**src/rtl/fpc_pkg.sv**
```systemverilog
package fpc_pkg;

  // Operation chosen for the counter in a given cycle
  typedef enum logic [2:0] {
    OP_HOLD,
    OP_INC,
    OP_JUMP,
    OP_CALL,
    OP_RET,
    OP_PCW
  } fpc_op_e;

endpackage

```
**src/rtl/fpc_decide.sv**
```systemverilog
module fpc_decide
  import fpc_pkg::*;
(
  input  logic    stall,
  input  logic    ret_req,
  input  logic    call_req,
  input  logic    jump_req,
  input  logic    pcl_we,
  output fpc_op_e op
);

  // Fixed priority: stall, return, call, jump, low-byte write, increment
  always_comb begin
    if (stall)         op = OP_HOLD;
    else if (ret_req)  op = OP_RET;
    else if (call_req) op = OP_CALL;
    else if (jump_req) op = OP_JUMP;
    else if (pcl_we)   op = OP_PCW;
    else               op = OP_INC;
  end

endmodule

```
**src/rtl/fpc_target.sv**
```systemverilog
module fpc_target
  import fpc_pkg::*;
#(
  parameter int AW = 11,
  parameter int PW = 3,
  parameter int JW = 9,
  parameter int CW = 8
) (
  input  fpc_op_e         op,
  input  logic [AW-1:0]   pc_q,
  input  logic [PW-1:0]   page,
  input  logic [JW-1:0]   imm,
  input  logic [CW-1:0]   wdata,
  input  logic [AW-1:0]   pop_addr,
  output logic [AW-1:0]   next_pc,
  output logic [AW-1:0]   ret_addr
);

  localparam int HW = AW - JW;   // page bits that reach the address
  localparam int GW = JW - CW;   // zero gap between page and short target

  logic [HW-1:0] hi;
  assign hi = page[HW-1:0];

  generate
    if (PW > HW) begin : g_spare_page
      logic unused_page_hi;
      assign unused_page_hi = ^page[PW-1:HW];
    end
  endgenerate

  assign ret_addr = pc_q + AW'(1);

  always_comb begin
    unique case (op)
      OP_INC:  next_pc = pc_q + AW'(1);
      OP_JUMP: next_pc = {hi, imm};
      OP_CALL: next_pc = {hi, {GW{1'b0}}, imm[CW-1:0]};
      OP_PCW:  next_pc = {hi, {GW{1'b0}}, wdata};
      OP_RET:  next_pc = pop_addr;
      default: next_pc = pc_q;
    endcase
  end

endmodule

```
**src/rtl/fpc_stack.sv**
```systemverilog
module fpc_stack #(
  parameter int AW    = 11,
  parameter int DEPTH = 8
) (
  input  logic          clk,
  input  logic          rst,
  input  logic          push,
  input  logic          pop,
  input  logic [AW-1:0] push_data,
  output logic [AW-1:0] top_data,
  output logic          overflow,
  output logic          underflow
);

  localparam int NW = $clog2(DEPTH + 1);

  logic [AW-1:0] slot_q [DEPTH];
  logic [NW-1:0] cnt_q;
  logic          full;
  logic          empty;

  assign full      = (cnt_q == NW'(DEPTH));
  assign empty     = (cnt_q == '0);
  assign top_data  = slot_q[0];
  assign overflow  = push & full;
  assign underflow = pop & empty;

  always_ff @(posedge clk) begin
    if (rst) begin
      cnt_q <= '0;
      for (int i = 0; i < DEPTH; i++) slot_q[i] <= '0;
    end else if (push) begin
      // shift toward the bottom; the deepest entry falls off when full
      slot_q[0] <= push_data;
      for (int i = 1; i < DEPTH; i++) slot_q[i] <= slot_q[i-1];
      if (!full) cnt_q <= cnt_q + NW'(1);
    end else if (pop) begin
      // shift only live entries up, so the last live one stays in place
      for (int i = 0; i < DEPTH - 1; i++) begin
        if (NW'(i + 1) < cnt_q) slot_q[i] <= slot_q[i+1];
      end
      if (!empty) cnt_q <= cnt_q - NW'(1);
    end
  end

endmodule

```
**src/rtl/fetch_pc_unit.sv**
```systemverilog
module fetch_pc_unit
  import fpc_pkg::*;
#(
  parameter int AW    = 11,
  parameter int PW    = 3,
  parameter int JW    = 9,
  parameter int CW    = 8,
  parameter int DEPTH = 8
) (
  input  logic          clk,
  input  logic          rst,
  input  logic          stall,
  input  logic          jump_req,
  input  logic          call_req,
  input  logic          ret_req,
  input  logic          pcl_we,
  input  logic [JW-1:0] imm_addr,
  input  logic [PW-1:0] page_sel,
  input  logic [CW-1:0] pcl_wdata,
  output logic [AW-1:0] fetch_addr,
  output logic [CW-1:0] pcl_rdata,
  output logic          stack_fault
);

  fpc_op_e       op;
  logic [AW-1:0] pc_q;
  logic [AW-1:0] next_pc;
  logic [AW-1:0] ret_addr;
  logic [AW-1:0] top_data;
  logic          ovf;
  logic          unf;
  logic          fault_q;

  fpc_decide u_decide (
    .stall    (stall),
    .ret_req  (ret_req),
    .call_req (call_req),
    .jump_req (jump_req),
    .pcl_we   (pcl_we),
    .op       (op)
  );

  fpc_target #(.AW(AW), .PW(PW), .JW(JW), .CW(CW)) u_target (
    .op       (op),
    .pc_q     (pc_q),
    .page     (page_sel),
    .imm      (imm_addr),
    .wdata    (pcl_wdata),
    .pop_addr (top_data),
    .next_pc  (next_pc),
    .ret_addr (ret_addr)
  );

  fpc_stack #(.AW(AW), .DEPTH(DEPTH)) u_stack (
    .clk       (clk),
    .rst       (rst),
    .push      (op == OP_CALL),
    .pop       (op == OP_RET),
    .push_data (ret_addr),
    .top_data  (top_data),
    .overflow  (ovf),
    .underflow (unf)
  );

  always_ff @(posedge clk) begin
    if (rst) begin
      pc_q    <= '1;
      fault_q <= 1'b0;
    end else begin
      pc_q <= next_pc;
      if (ovf || unf) fault_q <= 1'b1;
    end
  end

  assign fetch_addr  = pc_q;
  assign pcl_rdata   = pc_q[CW-1:0];
  assign stack_fault = fault_q;

endmodule

```
**config.mk**
```make
export PLATFORM = sky130hd
export DESIGN_NAME = fetch_pc_unit
export DESIGN_NICKNAME = d
export VERILOG_FILES = /design/src/rtl/fpc_pkg.sv /design/src/rtl/fpc_decide.sv /design/src/rtl/fpc_target.sv /design/src/rtl/fpc_stack.sv /design/src/rtl/fetch_pc_unit.sv
export SDC_FILE = /design/constraint.sdc
export NUM_CORES = 1
export LEC_CHECK = 0
export BUFFER_PORTS_ARGS = -buffer_cell sky130_fd_sc_hd__buf_2
export CORE_MARGIN = 4
export CORE_UTILIZATION = 35
export CTS_CLUSTER_DIAMETER = 30
export DETAILED_ROUTE_END_ITERATION = 16
export SYNTH_ARGS = -nofsm -noshare
export SYNTH_HDL_FRONTEND = slang
export SYNTH_SLANG_ARGS = --single-unit
```
**constraint.sdc**
```tcl
create_clock -name clk -period 3.4 [get_ports clk]
set_clock_uncertainty 0.2 [all_clocks]
set_input_delay 0.34 -clock clk [delete_from_list [all_inputs] [get_ports clk]]
set_output_delay 0.34 -clock clk [all_outputs]
set_load 0.005 [all_outputs]
```
Yosys cells after proc, flatten, opt, wreduce, memory -nomap -nowiden
Memory sizes are Yosys's and may differ from the RTL's.
Index checks and enable logic that the tools add are counted.
- bitwise gates (word level): 17
- shift-type cells: 0
- $mul: 0
- reduce and logical (&&, ||, !) cells: 5
- multiplexer cells: 65
- $add $sub $neg: 3
- divide/modulo/power cells: 0
- $lt $le $gt $ge: 7
- equality and inequality tests: 8
- operator list (cell ; number):
    2-to-1 mux 11 bit ; 15
    one-hot mux 11 bit (5 select lines) ; 1
    2-to-1 mux 1 bit ; 40
    < comparator 3 x 4 -> 1 bit (first input constant) ; 4
    2-to-1 mux 4 bit ; 4
    2-to-1 mux 3 bit ; 5
    OR 1 bit ; 15
    adder 11 x 1 -> 11 bit (second input constant) ; 1
    < comparator 2 x 4 -> 1 bit (first input constant) ; 2
    == test 3 x 2 -> 1 bit (second input constant) ; 2
    == test 3 bit (second input constant) ; 2
    nonzero test 5 bit ; 1
    adder 4 x 1 -> 4 bit (second input constant) ; 1
    == test 4 bit (second input constant) ; 1
    zero test 4 bit ; 1
    < comparator 1 x 4 -> 1 bit (first input constant) ; 1
    subtractor 4 x 1 -> 4 bit (second input constant) ; 1
    == test 3 x 1 -> 1 bit (second input constant) ; 1
    AND reduction 3 bit ; 1
    AND 1 bit ; 2
    != test 2 x 1 -> 1 bit (second input constant) ; 1
    != test 2 bit (second input constant) ; 1
    nonzero test 2 bit ; 1
    logical OR 1 bit ; 1
- memories: 1
- RAM bits: 88
- output and inout port bits: 20
- logic and storage cells: 109
- bits in latches: 0
- bits in read-only memories: 0
- flip-flop bits (word level): 16
- bits of input ports: 27
- memories (memory ; words ; bits a word ; rd ports ; clocked after Yosys merged registers in ; write ports ; line ; source):
    u_stack.slot_q ; 8 ; 11 ; 8 ; 0 ; 8 ; fpc_stack.sv:17 ; logic [AW-1:0] slot_q [DEPTH];

Logic depth before layout (Yosys ltp)
- depth after elaboration: 11
- gate-level depth with buffers: 7
- gate-level depth less buffers: 6

By module
Synthesis repeated with hierarchy kept, for this count alone.
- cells, all modules: 469
- area total of the unflattened synthesis: 5332.6 um2
- modules (own cells, without submodules) (module ; cells each ; instances ; area each (um2) ; sequential area each (um2)):
    fpc_stack ; 303 ; 1 ; 4017.6 ; 2612.5
    fpc_target ; 122 ; 1 ; 873.3 ; 0.0
    fetch_pc_unit ; 37 ; 1 ; 404.1 ; 240.2
    fpc_decide ; 7 ; 1 ; 37.5 ; 0.0

Worst setup path after synthesis
Ideal clock, no wire load.
- path type: input to register
- start point: input port stall
- end point: memory u_stack.slot_q[4][0] (netlist: u_stack.slot_q[1][0]), enable pin
- buffers on the path: 1
- stages on the path: 3
- path slack: 674 ps
- library setup time: 420 ps
- data arrival time: 2106 ps
- data required time: 2780 ps
- cell sequence: buf_2 -> nand2b_1 -> o311ai_0
- RTL lines (what ; line ; source):
    from (decl) ; fetch_pc_unit.sv:12 ; input logic stall,
    to (decl) ; fpc_stack.sv:17 ;

==> qor.yml <==
yosys:
  yosysTopAreaCell: "edfxtp_1"
  synth_cell_types: 58
  synth_edf_count: 77
  synth.net_count: 453
  avgSynthCellArea_um2: 11.8
  synth_ff_type: "edfxtp_1"
  ys_ff_latch: 104
  ys_warn_count: 0
  netlist_area_mm2: 0.00498
  yosysSeqAreaShare: 0.573
  yosysTopAreaCellShare: 0.464
  synth_area_leaders: "edfxtp_1 46%, a22o_1 13%, dfxtp_1 11%, nand2_1 3.4%, a21oi_1 2.3%"
  async_flop_share: 0
  synth_cells: 421
worst_setup_path:
  reg2reg_from: "fetch_addr[0]"
  reg2reg_depth: 5
  worst-endpoint-arrival_ns: 2.26
  worst-path-max-fanout: 7
  end_kind: "register"
  r2r_slack_ns: 1.05
  required_ns: 3.30
  timing.rr.end: "u_stack.slot_q[0][10]"
  critical_path_class: "reg2reg"
  start_kind: "register"
timing:
  finalCritPeriodShare: 0.691
  drv_slew: 0
  tightest_slew_ns: 1.24
  setup_viol: 0
  hold_viol: 0
  rsz0062_at_grt: "no"
  fin_crit_ns: 2.35
  fin_setup_tns_ns: 0
  maxClockFrequency_mhz: 425
  relSlewSlack: 0.169
clock_network:
  cts_sinks: 104
  cts_buffer_depth: 2
  post_cts_buffers: 0
  path_clk_slew_ns: 0.08
  h-tree-depth: 3
  tritoncts: "done"
  clk_latency_ns: 0.35
  cts_resized: 0
  numCtsBuffers: 9
  cts_hold_buf: 0
  cts_root_buf: "clkbuf_16"
grt:
  grtUsageTotal: 0.142
  antenna_found_initial: 0
  grt_max_degree: 60
  grt_pass1_vias: 3576
  grt_pass1_wl_um: 18500
  grt.overflow.total: 0
floorplan:
  core-area_mm2: 0.0139
  initial_core_util: 0.357
  die-width_um: 127
  dieArea_mm2: 0.0162
  fp.dieH_um: 127
  num_io_pins: 47
  num_rows: 43
drt:
  viasPerCell: 5.64
  totalWireLength_um: 11500
  num_vias: 3557
  first_pass_iters: 5
  wl_per_cell_um: 18.2
  drc: 0
  ant_nets: 0
  drt-initial-drc-count: 305
placement:
  place_area_mm2: 0.00530
  gp_congestion: 0.856
  portBuffers: 45
  post-dp-hpwl_um: 8080
cells_and_area:
  n_fill_cell: 1311
  area_delta_synth_final_pct: 12.1
  fin_area_mm2: 0.00559
  diodes: 0
  nets: 478
  drive_gt1_frac: 0.182
min_path:
  hold_end: "fetch_addr[1]"
  worstHoldStart: "pcl_wdata[1]"
  hp-class: "in2reg"
  holdPathStages: 3
pwr:
  powerDensity_mw_per_mm2: 534
  p_leak_uw: 0.00208
  peakVddDrop_uv: 374
run:
  drv_cap: 0
outcome:
  status: "completed"
[cell usage after synthesis, types with 7 or more instances]
master,count
buf_2,9
nand2_1,45
nand2b_1,7
edfxtp_1,77
dfxtp_1,27
nor3_1,10
inv_1,7
a21oi_1,23
clkbuf_1,14
nor2_1,19
xor2_1,7
a22o_1,75
buf_4,15
[worst max-delay path by stage]
stage,from,to,slack [ns],cells after the start
global route,u_stack.cnt_q[0],u_stack.slot_q[0][20],0.84,4
floorplan,stall,u_stack.slot_q[1][0],0.67,3
detailed placement,ret_req,u_stack.slot_q[1][14],0.71,6
global placement,ret_req,u_stack.slot_q[1][14],0.72,6
CTS,fetch_addr[0],u_stack.slot_q[0][10],1.07,5
finish,fetch_addr[0],u_stack.slot_q[0][10],1.05,5
[layout make-up]
cell class                      instances  area [µm²]  share of cell area
Clock buffer                            9         225              0.0403
Clock inverter                          7        63.8              0.0114
Inverter                                7        26.3             0.00470
Multi-Input combinational cell        267        1860               0.334
Sequential cell                       104        2850               0.511
Tap cell                              180         225              0.0403
Timing Repair Buffer                   57         328              0.0587
[metrics by stage]
stage,cells,setup WS (ns),total power [µW],util,hold slack [ns]
CTS,631,1.07,3000,0.401,0.0221
global placement,615,0.715,1980,0.380,0.242
global route,631,0.837,3110,0.401,0.0348
floorplan,421,0.674,1860,-,0.237
finish,631,1.05,2980,0.401,0.0319
detailed placement,615,0.711,1990,0.380,0.250
[worst max-delay path: stages (launching register included)]
cell and delay, ns:
dfxtp_1 0.48, ha_1 0.30, and4_1 0.37, nor3b_1 0.43
xor2_1 0.13, a22o_1 0.19
[layout by cell type, fill, tap and decap left out, types with 2 or more instances in the layout]
master	synthesis	final
nand3_1	4	4
a221oi_1	2	2
a211oi_1	3	3
xor2_1	7	7
nor2_4	1	2
dfxtp_1	27	27
o221ai_1	2	2
edfxtp_1	77	77
ha_1	5	5
inv_1	7	7
nand4_1	3	3
a21o_1	2	2
a222oi_1	2	2
o311ai_0	4	3
clkinv_4	0	2
nand2b_1	7	7
and4_1	2	2
xnor2_1	5	5
a221o_1	2	2
a211o_1	2	2
nor2_1	19	18
a22o_1	75	75
o2bb2ai_1	3	3
mux2_2	2	2
clkbuf_16	0	9
inv_8	0	3
a21oi_1	23	23
nand2_1	45	45
nor3_1	10	10
o21bai_1	3	3
nor2b_1	3	3
a31o_1	2	2
a31oi_1	2	2
o21ai_0	5	5
mux2i_1	2	2
buf_2	9	45
buf_4	15	11
[kinds of logic after synthesis]
kind of cell,after synthesis,share of synthesized area
adders and majority gates,5,0.0126
buffers and inverters,50,0.0545
AOI/OAI and AO/OA,143,0.229
xor gates and xnor gates,12,0.0211
and+or+nand+nor,103,0.101
muxes,4,0.00854
DFF,104,0.573
[flip-flops by register name (all words and copies together) (netlist names)]
| signal | cells |
|---|---|
| fetch_addr | 11 |
| u_stack.slot_q | 88 |
| stack_fault | 1 |
| u_stack.cnt_q | 4 |
[report_power, final]
group	total, µW	switching (µW)	internal [µW]	leakage [µW]
clock	1020	506	514	0.000141
sequential	1590	101	1490	0.00103
combinational	371	217	154	0.000901
total	2980	824	2160	0.00208
[layer usage]
metal,global-route usage,up-vias,routed length [µm]
met4,0.0372,0,113
li1,-,1663,-
met5,0,-,0
met3,0.0380,10,622
met2,0.222,89,5380
met1,0.195,1795,5360
(Power assumes the default switching activity.)
